File: config.mk
export PLATFORM = sky130hd
export DESIGN_NAME = cfg_addr_gen
export DESIGN_NICKNAME = d
export VERILOG_FILES = /design/src/rtl/cfg_pkg.sv /design/src/rtl/cfg_req_decode.sv /design/src/rtl/cfg_t0_enc.sv /design/src/rtl/cfg_t1_enc.sv /design/src/rtl/cfg_addr_gen.sv
export SDC_FILE = /design/constraint.sdc
export NUM_CORES = 1
export LEC_CHECK = 0
export BUFFER_PORTS_ARGS = -buffer_cell sky130_fd_sc_hd__buf_2
export CORE_ASPECT_RATIO = 0.6
export CORE_UTILIZATION = 45
export CTS_CLUSTER_SIZE = 28
export DETAILED_ROUTE_END_ITERATION = 10
export GPL_ROUTABILITY_DRIVEN = 0
export PLACE_DENSITY = 0.7
export SKIP_LAST_GASP = 1
export SYNTH_ARGS = -nofsm -noshare
export SYNTH_HDL_FRONTEND = slang
export SYNTH_SLANG_ARGS = --single-unit
File: constraint.sdc
create_clock -name clk -period 3.2 [get_ports clk]
set_input_delay 0.32 -clock clk [delete_from_list [all_inputs] [get_ports clk]]
set_output_delay 0.32 -clock clk [all_outputs]
set_load 0.005 [all_outputs]
File: src/rtl/cfg_pkg.sv
package cfg_pkg;
  localparam int BUS_W     = 8;
  localparam int SLOT_W    = 5;
  localparam int SLOT_IN_W = SLOT_W + 1;
  localparam int FUNC_W    = 3;
  localparam int FUNC_IN_W = FUNC_W + 1;
  localparam int OFF_W     = 8;
  localparam int ADDR_W    = 32;
  localparam int MAP_W     = 32;
  localparam int SLOT_MAX  = (1 << SLOT_W) - 1;
  localparam int FUNC_MAX  = (1 << FUNC_W) - 1;

  // configuration cycle code placed in map bits 3:1
  localparam logic [2:0] CFG_CODE = 3'b101;

  typedef struct packed {
    logic [ADDR_W-1:0] addr;
    logic [MAP_W-1:0]  map;
  } cfg_word_t;

  // type 0 address: select line for low slots, function and offset
  function automatic logic [ADDR_W-1:0] t0_addr(input logic [SLOT_W-1:0] slot,
                                                input logic [FUNC_W-1:0] fn,
                                                input logic [OFF_W-1:0]  off,
                                                input int low_max,
                                                input int sel_base);
    logic [ADDR_W-1:0] a;
    a = ADDR_W'({fn, off});
    if (int'(slot) <= low_max)
      a = a | (ADDR_W'(1) << (int'(slot) + sel_base));
    return a;
  endfunction

  // type 0 map word: code, low bits forced to zero, select for high slots
  function automatic logic [MAP_W-1:0] t0_map(input logic [SLOT_W-1:0] slot,
                                              input int low_max,
                                              input int map_shift);
    logic [MAP_W-1:0] m;
    m = MAP_W'({CFG_CODE, 1'b0});
    if (int'(slot) > low_max)
      m = m | (MAP_W'(1) << (int'(slot) - map_shift));
    return m;
  endfunction

  // type 1 address: packed bus, slot, function and offset fields
  function automatic logic [ADDR_W-1:0] t1_addr(input logic [BUS_W-1:0]  bus,
                                                input logic [SLOT_W-1:0] slot,
                                                input logic [FUNC_W-1:0] fn,
                                                input logic [OFF_W-1:0]  off);
    return ADDR_W'({bus, slot, fn, off});
  endfunction

  // type 1 map word: code, low address bits passed from the host
  function automatic logic [MAP_W-1:0] t1_map();
    return MAP_W'({CFG_CODE, 1'b1});
  endfunction
endpackage

File: src/rtl/cfg_req_decode.sv
module cfg_req_decode
  import cfg_pkg::*;
#(
  parameter int SLOT_LIMIT = SLOT_MAX,
  parameter int FUNC_LIMIT = FUNC_MAX
) (
  input  logic [BUS_W-1:0]     bus_i,
  input  logic [SLOT_IN_W-1:0] slot_i,
  input  logic [FUNC_IN_W-1:0] func_i,
  output logic                 fields_ok_o,
  output logic                 local_seg_o
);
  logic slot_ok_w;
  logic func_ok_w;

  assign slot_ok_w   = slot_i <= SLOT_IN_W'(SLOT_LIMIT);
  assign func_ok_w   = func_i <= FUNC_IN_W'(FUNC_LIMIT);
  assign fields_ok_o = slot_ok_w && func_ok_w;
  assign local_seg_o = (bus_i == '0);
endmodule

File: src/rtl/cfg_t0_enc.sv
module cfg_t0_enc
  import cfg_pkg::*;
#(
  parameter int LOW_SLOT_MAX = 12,
  parameter int SEL_BASE     = 11,
  parameter int MAP_SHIFT    = 5
) (
  input  logic [SLOT_W-1:0] slot_i,
  input  logic [FUNC_W-1:0] func_i,
  input  logic [OFF_W-1:0]  offs_i,
  output cfg_word_t         word_o
);
  localparam int TOP_ADDR_SEL = LOW_SLOT_MAX + SEL_BASE;
  localparam int TOP_MAP_SEL  = SLOT_MAX - MAP_SHIFT;

  generate
    if (TOP_ADDR_SEL >= ADDR_W || TOP_MAP_SEL >= MAP_W || TOP_MAP_SEL < 4) begin : g_bad_cfg
      initial $error("cfg_t0_enc: select position out of range");
    end
  endgenerate

  always_comb begin
    word_o.addr = t0_addr(slot_i, func_i, offs_i, LOW_SLOT_MAX, SEL_BASE);
    word_o.map  = t0_map(slot_i, LOW_SLOT_MAX, MAP_SHIFT);
  end
endmodule

File: src/rtl/cfg_t1_enc.sv
module cfg_t1_enc
  import cfg_pkg::*;
(
  input  logic [BUS_W-1:0]  bus_i,
  input  logic [SLOT_W-1:0] slot_i,
  input  logic [FUNC_W-1:0] func_i,
  input  logic [OFF_W-1:0]  offs_i,
  output cfg_word_t         word_o
);
  always_comb begin
    word_o.addr = t1_addr(bus_i, slot_i, func_i, offs_i);
    word_o.map  = t1_map();
  end
endmodule

File: src/rtl/cfg_addr_gen.sv
module cfg_addr_gen
  import cfg_pkg::*;
#(
  parameter int LOW_SLOT_MAX = 12,
  parameter int SEL_BASE     = 11,
  parameter int MAP_SHIFT    = 5
) (
  input  logic                 clk,
  input  logic                 rst_n,
  input  logic                 req_i,
  input  logic [BUS_W-1:0]     bus_i,
  input  logic [SLOT_IN_W-1:0] slot_i,
  input  logic [FUNC_IN_W-1:0] func_i,
  input  logic [OFF_W-1:0]     offs_i,
  output logic [ADDR_W-1:0]    addr_o,
  output logic [MAP_W-1:0]     map_o,
  output logic                 valid_o,
  output logic                 err_o
);
  logic      fields_ok_w;
  logic      local_seg_w;
  logic      accept_w;
  logic      reject_w;
  cfg_word_t t0_word_w;
  cfg_word_t t1_word_w;
  cfg_word_t next_word_w;

  cfg_req_decode #(
    .SLOT_LIMIT(SLOT_MAX),
    .FUNC_LIMIT(FUNC_MAX)
  ) u_decode (
    .bus_i      (bus_i),
    .slot_i     (slot_i),
    .func_i     (func_i),
    .fields_ok_o(fields_ok_w),
    .local_seg_o(local_seg_w)
  );

  cfg_t0_enc #(
    .LOW_SLOT_MAX(LOW_SLOT_MAX),
    .SEL_BASE    (SEL_BASE),
    .MAP_SHIFT   (MAP_SHIFT)
  ) u_t0 (
    .slot_i(slot_i[SLOT_W-1:0]),
    .func_i(func_i[FUNC_W-1:0]),
    .offs_i(offs_i),
    .word_o(t0_word_w)
  );

  cfg_t1_enc u_t1 (
    .bus_i (bus_i),
    .slot_i(slot_i[SLOT_W-1:0]),
    .func_i(func_i[FUNC_W-1:0]),
    .offs_i(offs_i),
    .word_o(t1_word_w)
  );

  assign accept_w    = req_i && fields_ok_w;
  assign reject_w    = req_i && !fields_ok_w;
  assign next_word_w = local_seg_w ? t0_word_w : t1_word_w;

  always_ff @(posedge clk) begin
    if (!rst_n) begin
      addr_o  <= '0;
      map_o   <= '0;
      valid_o <= 1'b0;
      err_o   <= 1'b0;
    end else begin
      valid_o <= accept_w;
      err_o   <= reject_w;
      if (accept_w) begin
        addr_o <= next_word_w.addr;
        map_o  <= next_word_w.map;
      end
    end
  end
endmodule

==> flow_summary.yaml <==
run_status:
  outcome: "finished clean"
drt:
  drc: 0
  drt_iter0_markers: 161
  ant_nets: 0
  route.vias.total: 2633
  wl_um: 7600
  first_pass_iters: 5
  wire_per_inst_um: 15.8
  viasPerCell: 5.49
sta:
  whs_ns: 0.195
  slew_viol_final: 0
  fin_crit_ns: 2.47
  tightest_slew_ns: 0.930
  hold_viol: 0
  rsz0062_at_grt: "false"
  finalSetupViolCount: 0
  min_period_over_period_pct: 77.2
  relSlewSlack_pct: 38.0
  fin_setup_tns_ns: 0
  worst_slack_ns: 0.729
  skew_ns: 0
  max_freq_ghz: 0.405
cts:
  clk_latency_ns: 0.34
  cts_tree: "done"
  cts_buffers: 9
  h-tree-depth: 3
  clkSinkCount: 65
  path_clk_slew_ns: 0.08
  holdBufCountCts: 0
  cts.path.max_buffers: 2
  clock-root-buffer: "clkbuf_8"
  cts_setup_buffers: 0
  cts_resized: 0
layout:
  fin_cells: 480
  fin_nets: 430
  design_area_um2: 3460
  layout_commonest_cell: "buf_2"
  layout_common_cells: "94 x buf_2, 65 x dfxtp_1, 54 x nand2_1"
  syn2layout_area_growth_pct: 27.3
  final_util_pct: 60.7
  fillers: 502
  drive_gt1_share_pct: 31.0
  diodes: 0
synth:
  synth.cell_area_um2: 2720
  synthFlopType: "dfxtp_1"
  ys_ff_latch: 65
  muxShareOfSynthArea_pct: 1.47
  synthDistinctLibCells: 40
  synth_seq_area_share_pct: 47.9
  syn_nets: 346
  synth_edf_count: 0
  synth_top_family_by_area: "compound AO/OA/AOI/OAI gates"
  synth_compound_area_share_pct: 24.6
  synthCells: 311
  synth_xor_area_share_pct: 0.966
  syn_area_per_cell_um2: 8.74
  synth-simple-area-share_pct: 17.4
  synthAdderAreaFrac_pct: 2.76
  synthArstFlopShare_pct: 0
  ys_warn_count: 0
floorplan:
  fp.dieH_um: 62.2
  rows: 21
  die_w_um: 102
  dieArea_um2: 6370
  io_pins: 95
  start_util_pct: 47.7
  core_area_um2: 5700
critical_path:
  required_ns: 3.49
  path_class: "primary input to register"
  startpoint_type: "primary input"
  cp-end-kind: "register"
  crit_path_frequent_cell: "ha_1"
  critical-path-slowest-cell: "nor4bb_1"
  worstPathCellList: "buf_2, inv_1, ha_1, ha_1, or2_2, mux2i_1, nor4bb_1, a22o_1"
  cp_max_fo: 12
  cpPeakStageDelay_ns: 0.56
  critPathArrivalTime_ns: 2.76
placement:
  pre_cts_slack_ns: 0.424
  place_inst: 464
  dp_hpwl_um: 5500
  io_buffers: 94
  place_area_um2: 3210
grt:
  grt_overflow: 0
  antenna_found_initial: 0
  grt_max_degree: 43
  grt_pass1_vias: 2426
  grt_pass1_wl_um: 12300
  grt_usage_pct: 25.3
pwr:
  p_leak_nw: 1.59
  power.total_mw: 1.87
  ir_drop_uv: 257
  powerDensity_nw_per_um2: 540
worst_hold_path:
  min_path_type: "primary input to register"
run:
  maxCapViolations: 0
## layer usage
layer	track usage (%)	up-vias	routed length, um
met2	34.8	130	3020
li1	-	1289	-
met4	9.11	0	65
met5	0	-	0
met1	37.2	1204	3810
met3	7.21	10	700
## registers in the layout, indices dropped and copies added (netlist names)
signal and cells:
addr_o 32, valid_o 1, map_o 31, err_o 1
## critical path, delay by kind of cell
kind | cells | cell delay [ns]
compound gates | 1 | 0.20
simple gates | 2 | 0.91
fa+ha+maj | 2 | 0.68
mux | 1 | 0.33
buf+inv | 2 | 0.31
## where the power goes
group          total [mW]  internal (mW)  switching [mW]
logic               0.163         0.0610           0.102
registers           0.832          0.824         0.00757
clock network       0.875          0.541           0.333
## Yosys cell counts, types with 2 or more instances
| library cell | number | area (um2) |
|---|---|---|
| o21ai_2 | 2 | 17.5 |
| buf_2 | 2 | 10.0 |
| a31oi_1 | 12 | 75.1 |
| a32o_1 | 2 | 20.0 |
| dfxtp_1 | 65 | 1300 |
| nor4bb_1 | 2 | 20.0 |
| nand2b_1 | 5 | 31.3 |
| a41o_1 | 6 | 60.1 |
| nand3_1 | 4 | 20.0 |
| nor2b_1 | 2 | 12.5 |
| a21boi_0 | 7 | 52.6 |
| a22o_1 | 6 | 52.6 |
| o21a_1 | 2 | 15.0 |
| buf_6 | 2 | 22.5 |
| clkbuf_1 | 20 | 75.1 |
| nor2_1 | 6 | 22.5 |
| mux2i_1 | 4 | 40.0 |
| o21ai_0 | 33 | 165 |
| a31o_2 | 2 | 17.5 |
| or4_4 | 3 | 33.8 |
| xnor2_1 | 2 | 17.5 |
| and2_1 | 2 | 12.5 |
| inv_1 | 5 | 18.8 |
| ha_1 | 6 | 75.1 |
| o21ai_1 | 15 | 75.1 |
| nand2_1 | 54 | 203 |
| a32oi_1 | 2 | 17.5 |
| a21oi_1 | 20 | 100 |
| nand4_1 | 6 | 37.5 |
| or4_1 | 2 | 15.0 |
## final timing paths
kind              start    endpoint  slack [ns]  cells past startpoint
min           slot_i[5]     valid_o        0.19                      2
max reg2reg  addr_o[22]  addr_o[22]        2.39                      3
min reg2reg   map_o[23]   map_o[23]        0.45                      2
max           slot_i[0]  addr_o[24]        0.73                      8
## cell type report
| cell class | count | area (um2) | share of cell area (%) |
|---|---|---|---|
| multi-input cells | 216 | 1290 | 37.2 |
| clock inverters | 6 | 115 | 3.32 |
| repair buffers | 98 | 500 | 14.5 |
| inverters | 5 | 18.8 | 0.542 |
| clock buffers | 10 | 138 | 3.98 |
| well taps | 80 | 100 | 2.89 |
| flip-flops and latches | 65 | 1300 | 37.6 |
## logic make-up after synthesis
kind of cell	count (synthesis)
buffers and inverters	30
multiplexers	4
flip-flops	65
AO/OA/AOI/OAI	109
XOR/XNOR	3
AND/OR/NAND/NOR	94
adder cells (fa/ha/maj)	6
Power figures use the tool's default switching activity.
